<file path="src/rtl/intr_agg_pkg.sv">
package intr_agg_pkg;
    localparam int REG_ADDR_W  = 8;
    localparam int REG_DATA_W  = 32;
    localparam int SWI_BIT     = REG_DATA_W - 1;
    localparam int CTRL_W      = 2;
    localparam int CTRL_COMP   = 0;
    localparam int CTRL_SWI    = 1;

    localparam logic [REG_ADDR_W-1:0] A_TOP_STAT = 8'h00;
    localparam logic [REG_ADDR_W-1:0] A_TOP_EN   = 8'h04;
    localparam logic [REG_ADDR_W-1:0] A_CTRL     = 8'h08;
    localparam int UNIT_BASE   = 8'h40;
    localparam int UNIT_STRIDE = 8;
    localparam int UNIT_EN_OFS = 4;

    function automatic logic [REG_ADDR_W-1:0] unit_stat_addr(input int u);
        return REG_ADDR_W'(UNIT_BASE + u * UNIT_STRIDE);
    endfunction

    function automatic logic [REG_ADDR_W-1:0] unit_en_addr(input int u);
        return REG_ADDR_W'(UNIT_BASE + u * UNIT_STRIDE + UNIT_EN_OFS);
    endfunction
endpackage

</file>
<file path="src/rtl/intr_unit_regs.sv">
module intr_unit_regs
    import intr_agg_pkg::*;
#(
    parameter int SRC_W = 8,
    parameter int IDX   = 0
) (
    input  logic                  clk,
    input  logic                  rst_n,
    input  logic [SRC_W-1:0]      evt,
    input  logic                  wr_en,
    input  logic [REG_ADDR_W-1:0] addr,
    input  logic [SRC_W-1:0]      wdata,
    output logic [SRC_W-1:0]      stat,
    output logic [SRC_W-1:0]      mask,
    output logic                  flag
);
    localparam logic [REG_ADDR_W-1:0] MY_STAT = unit_stat_addr(IDX);
    localparam logic [REG_ADDR_W-1:0] MY_EN   = unit_en_addr(IDX);

    typedef struct packed {
        logic [SRC_W-1:0] stat;
        logic [SRC_W-1:0] mask;
    } unit_state_t;

    unit_state_t st_d, st_q;

    always_comb begin
        st_d = st_q;
        if (wr_en && addr == MY_STAT) begin
            st_d.stat = st_q.stat & ~wdata;
        end
        if (wr_en && addr == MY_EN) begin
            st_d.mask = wdata;
        end
        st_d.stat = st_d.stat | evt;
    end

    always_ff @(posedge clk or negedge rst_n) begin
        if (!rst_n) begin
            st_q <= '0;
        end else begin
            st_q <= st_d;
        end
    end

    assign stat = st_q.stat;
    assign mask = st_q.mask;
    assign flag = |(st_q.stat & st_q.mask);
endmodule

</file>
<file path="src/rtl/intr_top_regs.sv">
module intr_top_regs
    import intr_agg_pkg::*;
#(
    parameter int NUM_UNITS = 4
) (
    input  logic                  clk,
    input  logic                  rst_n,
    input  logic                  wr_en,
    input  logic [REG_ADDR_W-1:0] addr,
    input  logic                  wdata_swi,
    input  logic [NUM_UNITS-1:0]  wdata_units,
    input  logic [CTRL_W-1:0]     wdata_ctrl,
    output logic                  swi,
    output logic                  swi_en,
    output logic [NUM_UNITS-1:0]  unit_en,
    output logic [CTRL_W-1:0]     ctrl
);
    typedef struct packed {
        logic                 swi;
        logic                 swi_en;
        logic [NUM_UNITS-1:0] unit_en;
        logic [CTRL_W-1:0]    ctrl;
    } top_state_t;

    top_state_t st_d, st_q;

    always_comb begin
        st_d = st_q;
        if (wr_en) begin
            unique case (addr)
                A_TOP_STAT: st_d.swi = wdata_swi;
                A_TOP_EN: begin
                    st_d.swi_en  = wdata_swi;
                    st_d.unit_en = wdata_units;
                end
                A_CTRL:  st_d.ctrl = wdata_ctrl;
                default: ;
            endcase
        end
    end

    always_ff @(posedge clk or negedge rst_n) begin
        if (!rst_n) begin
            st_q <= '0;
        end else begin
            st_q <= st_d;
        end
    end

    assign swi     = st_q.swi;
    assign swi_en  = st_q.swi_en;
    assign unit_en = st_q.unit_en;
    assign ctrl    = st_q.ctrl;
endmodule

</file>
<file path="src/rtl/intr_req_gen.sv">
module intr_req_gen
    import intr_agg_pkg::*;
#(
    parameter int NUM_UNITS = 4
) (
    input  logic                 clk,
    input  logic                 rst_n,
    input  logic [NUM_UNITS-1:0] unit_flag,
    input  logic [NUM_UNITS-1:0] unit_en,
    input  logic                 swi,
    input  logic                 swi_en,
    input  logic [CTRL_W-1:0]    ctrl,
    output logic                 irq
);
    typedef struct packed {
        logic irq;
    } req_state_t;

    req_state_t st_d, st_q;
    logic comp_pend;
    logic swi_pend;

    always_comb begin
        comp_pend = |(unit_flag & unit_en);
        swi_pend  = swi & swi_en;
        st_d.irq  = (ctrl[CTRL_COMP] & comp_pend) | (ctrl[CTRL_SWI] & swi_pend);
    end

    always_ff @(posedge clk or negedge rst_n) begin
        if (!rst_n) begin
            st_q <= '0;
        end else begin
            st_q <= st_d;
        end
    end

    assign irq = st_q.irq;
endmodule

</file>
<file path="src/rtl/intr_rd_mux.sv">
module intr_rd_mux
    import intr_agg_pkg::*;
#(
    parameter int NUM_UNITS = 4,
    parameter int SRC_W     = 8
) (
    input  logic [REG_ADDR_W-1:0]      addr,
    input  logic [NUM_UNITS*SRC_W-1:0] stat_all,
    input  logic [NUM_UNITS*SRC_W-1:0] mask_all,
    input  logic [NUM_UNITS-1:0]       unit_flag,
    input  logic [NUM_UNITS-1:0]       unit_en,
    input  logic                       swi,
    input  logic                       swi_en,
    input  logic [CTRL_W-1:0]          ctrl,
    output logic [REG_DATA_W-1:0]      rdata
);
    always_comb begin
        rdata = '0;
        if (addr == A_TOP_STAT) begin
            rdata[SWI_BIT]         = swi;
            rdata[NUM_UNITS-1:0]   = unit_flag;
        end
        if (addr == A_TOP_EN) begin
            rdata[SWI_BIT]         = swi_en;
            rdata[NUM_UNITS-1:0]   = unit_en;
        end
        if (addr == A_CTRL) begin
            rdata[CTRL_W-1:0]      = ctrl;
        end
        for (int u = 0; u < NUM_UNITS; u++) begin
            if (addr == unit_stat_addr(u)) begin
                rdata[SRC_W-1:0] = stat_all[u*SRC_W +: SRC_W];
            end
            if (addr == unit_en_addr(u)) begin
                rdata[SRC_W-1:0] = mask_all[u*SRC_W +: SRC_W];
            end
        end
    end
endmodule

</file>
<file path="src/rtl/intr_agg.sv">
module intr_agg
    import intr_agg_pkg::*;
#(
    parameter int NUM_UNITS = 4,
    parameter int SRC_W     = 8
) (
    input  logic                       clk,
    input  logic                       rst_n,
    input  logic [NUM_UNITS*SRC_W-1:0] evt,
    input  logic                       wr_en,
    input  logic [REG_ADDR_W-1:0]      addr,
    input  logic [REG_DATA_W-1:0]      wdata,
    output logic [REG_DATA_W-1:0]      rdata,
    output logic                       irq
);
    localparam int TOTAL_SRC = NUM_UNITS * SRC_W;

    logic [TOTAL_SRC-1:0] stat_all;
    logic [TOTAL_SRC-1:0] mask_all;
    logic [NUM_UNITS-1:0] unit_flag;
    logic [NUM_UNITS-1:0] unit_en;
    logic                 swi;
    logic                 swi_en;
    logic [CTRL_W-1:0]    ctrl;
    logic                 unused_wdata;

    assign unused_wdata = ^wdata;

    for (genvar u = 0; u < NUM_UNITS; u++) begin : g_unit
        intr_unit_regs #(
            .SRC_W (SRC_W),
            .IDX   (u)
        ) u_unit (
            .clk   (clk),
            .rst_n (rst_n),
            .evt   (evt[u*SRC_W +: SRC_W]),
            .wr_en (wr_en),
            .addr  (addr),
            .wdata (wdata[SRC_W-1:0]),
            .stat  (stat_all[u*SRC_W +: SRC_W]),
            .mask  (mask_all[u*SRC_W +: SRC_W]),
            .flag  (unit_flag[u])
        );
    end

    intr_top_regs #(
        .NUM_UNITS (NUM_UNITS)
    ) u_top (
        .clk         (clk),
        .rst_n       (rst_n),
        .wr_en       (wr_en),
        .addr        (addr),
        .wdata_swi   (wdata[SWI_BIT]),
        .wdata_units (wdata[NUM_UNITS-1:0]),
        .wdata_ctrl  (wdata[CTRL_W-1:0]),
        .swi         (swi),
        .swi_en      (swi_en),
        .unit_en     (unit_en),
        .ctrl        (ctrl)
    );

    intr_req_gen #(
        .NUM_UNITS (NUM_UNITS)
    ) u_req (
        .clk       (clk),
        .rst_n     (rst_n),
        .unit_flag (unit_flag),
        .unit_en   (unit_en),
        .swi       (swi),
        .swi_en    (swi_en),
        .ctrl      (ctrl),
        .irq       (irq)
    );

    intr_rd_mux #(
        .NUM_UNITS (NUM_UNITS),
        .SRC_W     (SRC_W)
    ) u_rd (
        .addr      (addr),
        .stat_all  (stat_all),
        .mask_all  (mask_all),
        .unit_flag (unit_flag),
        .unit_en   (unit_en),
        .swi       (swi),
        .swi_en    (swi_en),
        .ctrl      (ctrl),
        .rdata     (rdata)
    );
endmodule

</file>
<file path="config.mk">
export PLATFORM = sky130hd
export DESIGN_NAME = intr_agg
export DESIGN_NICKNAME = d
export VERILOG_FILES = /design/src/rtl/intr_agg_pkg.sv /design/src/rtl/intr_unit_regs.sv /design/src/rtl/intr_top_regs.sv /design/src/rtl/intr_req_gen.sv /design/src/rtl/intr_rd_mux.sv /design/src/rtl/intr_agg.sv
export SDC_FILE = /design/constraint.sdc
export NUM_CORES = 1
export LEC_CHECK = 0
export CAP_MARGIN = 0
export CELL_PAD_IN_SITES_DETAIL_PLACEMENT = 1
export CELL_PAD_IN_SITES_GLOBAL_PLACEMENT = 1
export CORE_AREA = 4 4 111 113
export CTS_CLUSTER_DIAMETER = 30
export DETAILED_ROUTE_END_ITERATION = 8
export DIE_AREA = 0 0 115 117
export PLACE_DENSITY = 0.75
export REMOVE_ABC_BUFFERS = 1
export SLEW_MARGIN = 20
export SYNTH_ARGS = -nofsm -noshare
export SYNTH_HDL_FRONTEND = slang
export SYNTH_SLANG_ARGS = --single-unit
</file>
<file path="constraint.sdc">
create_clock -name clk -period 4.1 [get_ports clk]
set_input_delay 0.41 -clock clk [delete_from_list [all_inputs] [get_ports clk]]
set_output_delay 0.41 -clock clk [all_outputs]
set_load 0.02 [all_outputs]
</file>
==> summary.txt <==
Status
  – Run status: finished, final reports clean

Pwr
  – Power per cell area: 368.2 nW/µm²
  – Total leakage power: 0.001956 µW
  – Peak VDD IR: 0.2481 mV

Placed design
  – Dpl cells: 568
  – Final GP Congestion: 0.8909
  – DP Wirelength: 9.200 mm
  – DP Area: 4664 µm²
  – Number of I/O port buffers: 61

Floorplanning
  – Core area: 11,320 µm²
  – Initial Util: 35.49%
  – Die height: 117 µm
  – FP Rows: 39
  – # IOs: 108
  – Die area: 13,460 µm²
  – Die width: 115 µm

CTS
  – CTS Sinks: 73
  – Hold_buf cts: 0
  – CTS max path bufs: 2
  – H-tree Lvls: 3
  – Postcts setup bufs: 0
  – Root Buffer Master: clkbuf_16
  – Post_cts resized: 0
  – Worst-path clk slew: 0.06 ns
  – Total CTS buffers: 9
  – Worst-Skew Late Latency: 0.34 ns
  – CTS tree: built

Synthesis
  – Xor/xnor cell area share of the yosys netlist: 0.2180%
  – Yosys warning count: 0
  – Simple-gate portion of the synthesized area: 13.73%
  – Mapped Area: 4018 µm²
  – Avg Cell Area, Syn: 10.69 µm²
  – Post-synthesis adder-cell area fraction: 0%
  – Cell variety after synth: 56
  – Asr flop ratio synth: 100.0%
  – Cell count after synthesis: 376
  – Number of synthesized flops with an enable pin: 0
  – Flops & latches, synth: 73
  – Post-synthesis mux area share: 14.48%
  – Post-synthesis sequential area ratio: 45.47%
  – Main synth FF type: dfrtp_1
  – Synth Area in Compound Gates: 18.65%
  – Largest family of logic cells by synthesized area: compound AO/OA/AOI/OAI gates

Final layout
  – Layout Area Growth over Synthesis: 24.14%
  – N_diodes: 0
  – Design area: 4987 µm²
  – Final Net Count: 511
  – Post-Layout Cell Count: 584
  – Final-layout fill cell count: 1,251
  – Layout cell share with drive strength beyond 1: 18.14%

Detailed routing
  – Starting DRC count in detailed routing: 208
  – Routed vias: 3,273
  – Via density: 5.604
  – WL final: 12.49 mm
  – Routed wire length per instance: 21.39 µm
  – Initial DRT Pass Iterations: 4
  – Number of remaining DRC errors: 0
  – Final ANT Viol Nets: 0

Hold path
  – Class of the worst hold path: in2async

Critical path
  – Crit path kind: in2out
  – Critical path buffer and inverter count: 2
  – Critical path depth in cells: 7
  – WP data arrival: 3.26 ns
  – Critical path's most frequent cell: clkdlybuf4s50_1
  – R2r startpoint: g_unit[0].u_unit.mask[5]
  – Crit end category: primary output
  – R2R depth: 5
  – Req. time, crit path: 3.69 ns
  – Critical path's top delay family: buffers and inverters
  – Worst path slowest cell: clkdlybuf4s50_1
  – Max incr delay on CP: 0.80 ns
  – Worst Setup Start Kind: input port
  – Crit-path cells: clkdlybuf4s50_1 -> nand2b_1 -> o32ai_1 -> o2111ai_1 -> a22o_1 -> a221oi_2 -> clkdlybuf4s50_1
  – Endpoint of the worst register-to-register path: u_req.irq
  – Critical Path Fanout Max: 11
  – Reg2reg setup slack: 2.52 ns

Global route
  – Largest net degree at the start of global routing: 74
  – GRT Total Usage: 19.61%
  – Vias in the first global route: 3,483
  – Grt ovf: 0
  – Initial antenna violation count: 0
  – Global-route wire length before repair: 19.62 mm

Job
  – Max-cap violations: 0

STA
  – Setup repair after global routing missed its margin: false
  – Post-route setup TNS: 0 ns
  – Fmax: 272.7 MHz
  – Slew Limit Fails: 0
  – Setup Skew: 0.004628 ns
  – Max_slew headroom: 34.57%
  – Endpoints failing setup: 0
  – Fin crit period: 3.667 ns
  – Period Utilization, post-route: 89.44%
  – Worst-margin pin slew: 0.9815 ns
  – Hold Fails Final Rpt: 0
[area by class of cell]
cell class	count	area, µm²	area share (%)
well taps	143	178.9	3.588
clock inverters	4	76.32	1.530
repair buffers	69	665.6	13.35
multi-input cells	279	1978	39.66
clock buffers	12	246.5	4.942
inverters	4	15.01	0.3011
flip-flops and latches	73	1827	36.63
[worst register-to-register path: stages, from the launching register on]
cell and delay [ns]:
dfrtp_1 0.40, a22oi_1 0.33, nand4_1 0.23, a22oi_1 0.22
nand2_1 0.08, a32o_1 0.21
[cell usage after synthesis, types with 2 or more instances]
| cell type | instances | share of area [%] |
|---|---|---|
| buf_2 | 11 | 1.4 |
| a22oi_1 | 20 | 3.7 |
| a211oi_1 | 5 | 0.93 |
| mux2_1 | 2 | 0.56 |
| o2bb2ai_1 | 2 | 0.44 |
| nand2_1 | 51 | 4.8 |
| inv_1 | 3 | 0.28 |
| mux4_2 | 3 | 1.7 |
| o21ai_0 | 12 | 1.5 |
| clkbuf_1 | 2 | 0.19 |
| and3_1 | 4 | 0.62 |
| o22ai_1 | 7 | 1.1 |
| a32oi_1 | 2 | 0.44 |
| nor2b_1 | 3 | 0.47 |
| a21o_1 | 32 | 6.0 |
| and2_1 | 2 | 0.31 |
| buf_4 | 27 | 5.0 |
| nand2_2 | 2 | 0.31 |
| nand3_1 | 5 | 0.62 |
| nor2_1 | 11 | 1.0 |
| mux2i_1 | 3 | 0.75 |
| nand4_1 | 8 | 1.2 |
| nor3_1 | 3 | 0.37 |
| nand3_4 | 2 | 0.87 |
| a21oi_1 | 8 | 1.0 |
| dfrtp_1 | 73 | 45 |
| a21boi_0 | 2 | 0.37 |
| o32ai_1 | 3 | 0.65 |
| mux2_2 | 41 | 11 |
[sequential cells by signal, summed over array words and instances, names as in the netlist]
| name | count |
|---|---|
| u_top.swi_en | 1 |
| u_top.unit_en | 4 |
| u_req.irq | 1 |
| u_top.swi | 1 |
| u_top.ctrl | 2 |
| g_unit.u_unit.mask | 32 |
| g_unit.u_unit.stat | 32 |
[stage by stage]
step | power, µW | setup WS (ns) | utilization [%] | hold WS (ns)
detailed placement | 985.0 | 0.5184 | 41.20 | 0.5015
global route | 1904 | 0.2880 | 44.05 | 0.3843
global placement | 980.2 | 0.5735 | 41.20 | 0.4906
finish | 1836 | 0.4329 | 44.05 | 0.3037
floorplan | 850.3 | 1.682 | - | 0.1144
CTS | 1856 | 0.4878 | 44.05 | 0.3387
[cells in the final DEF (no fill, tap or decap), types with 9 or more instances in the layout]
master           synthesis  final
nand2_1                 51     51
clkbuf_16                0      9
conb_1                   1     23
o21ai_0                 12     12
mux2_2                  41     41
a22oi_1                 20     20
clkdlybuf4s50_1          0     60
nor2_1                  11     11
dfrtp_1                 73     73
a21o_1                  32     32
[cell families (layout without fill, tap and decap cells)]
logic type | after synthesis | count (layout)
AO/OA/AOI/OAI | 104 | 104
XOR/XNOR | 1 | 1
buffers and inverters | 46 | 89
flip-flops | 73 | 73
multiplexers | 49 | 49
other | 1 | 23
AND/OR/NAND/NOR | 102 | 102
[how the worst max path moves through the flow]
stage	from	endpoint	slack, ns
global placement	addr[2]	rdata[1]	0.57
finish	addr[2]	rdata[1]	0.43
detailed placement	addr[2]	rdata[1]	0.52
floorplan	addr[1]	rdata[6]	1.68
CTS	addr[2]	rdata[1]	0.49
global route	addr[2]	rdata[1]	0.29
[where the power goes]
group | total (µW) | switching [µW] | internal [µW]
Clock | 863 | 312 | 551
Combinational | 217 | 125 | 92.6
Sequential | 756 | 16.1 | 740
Total | 1840 | 453 | 1380
[routing by layer]
metal  wire, µm  vias to the layer above  GRT usage (%)
met3        710                       15          4.987
met2       5912                      106          31.06
met1       5706                     1686          26.55
li1           -                     1466              -
met4        163                        0          6.025
met5          0                        -              0
Power figures use the tool's default switching activity.
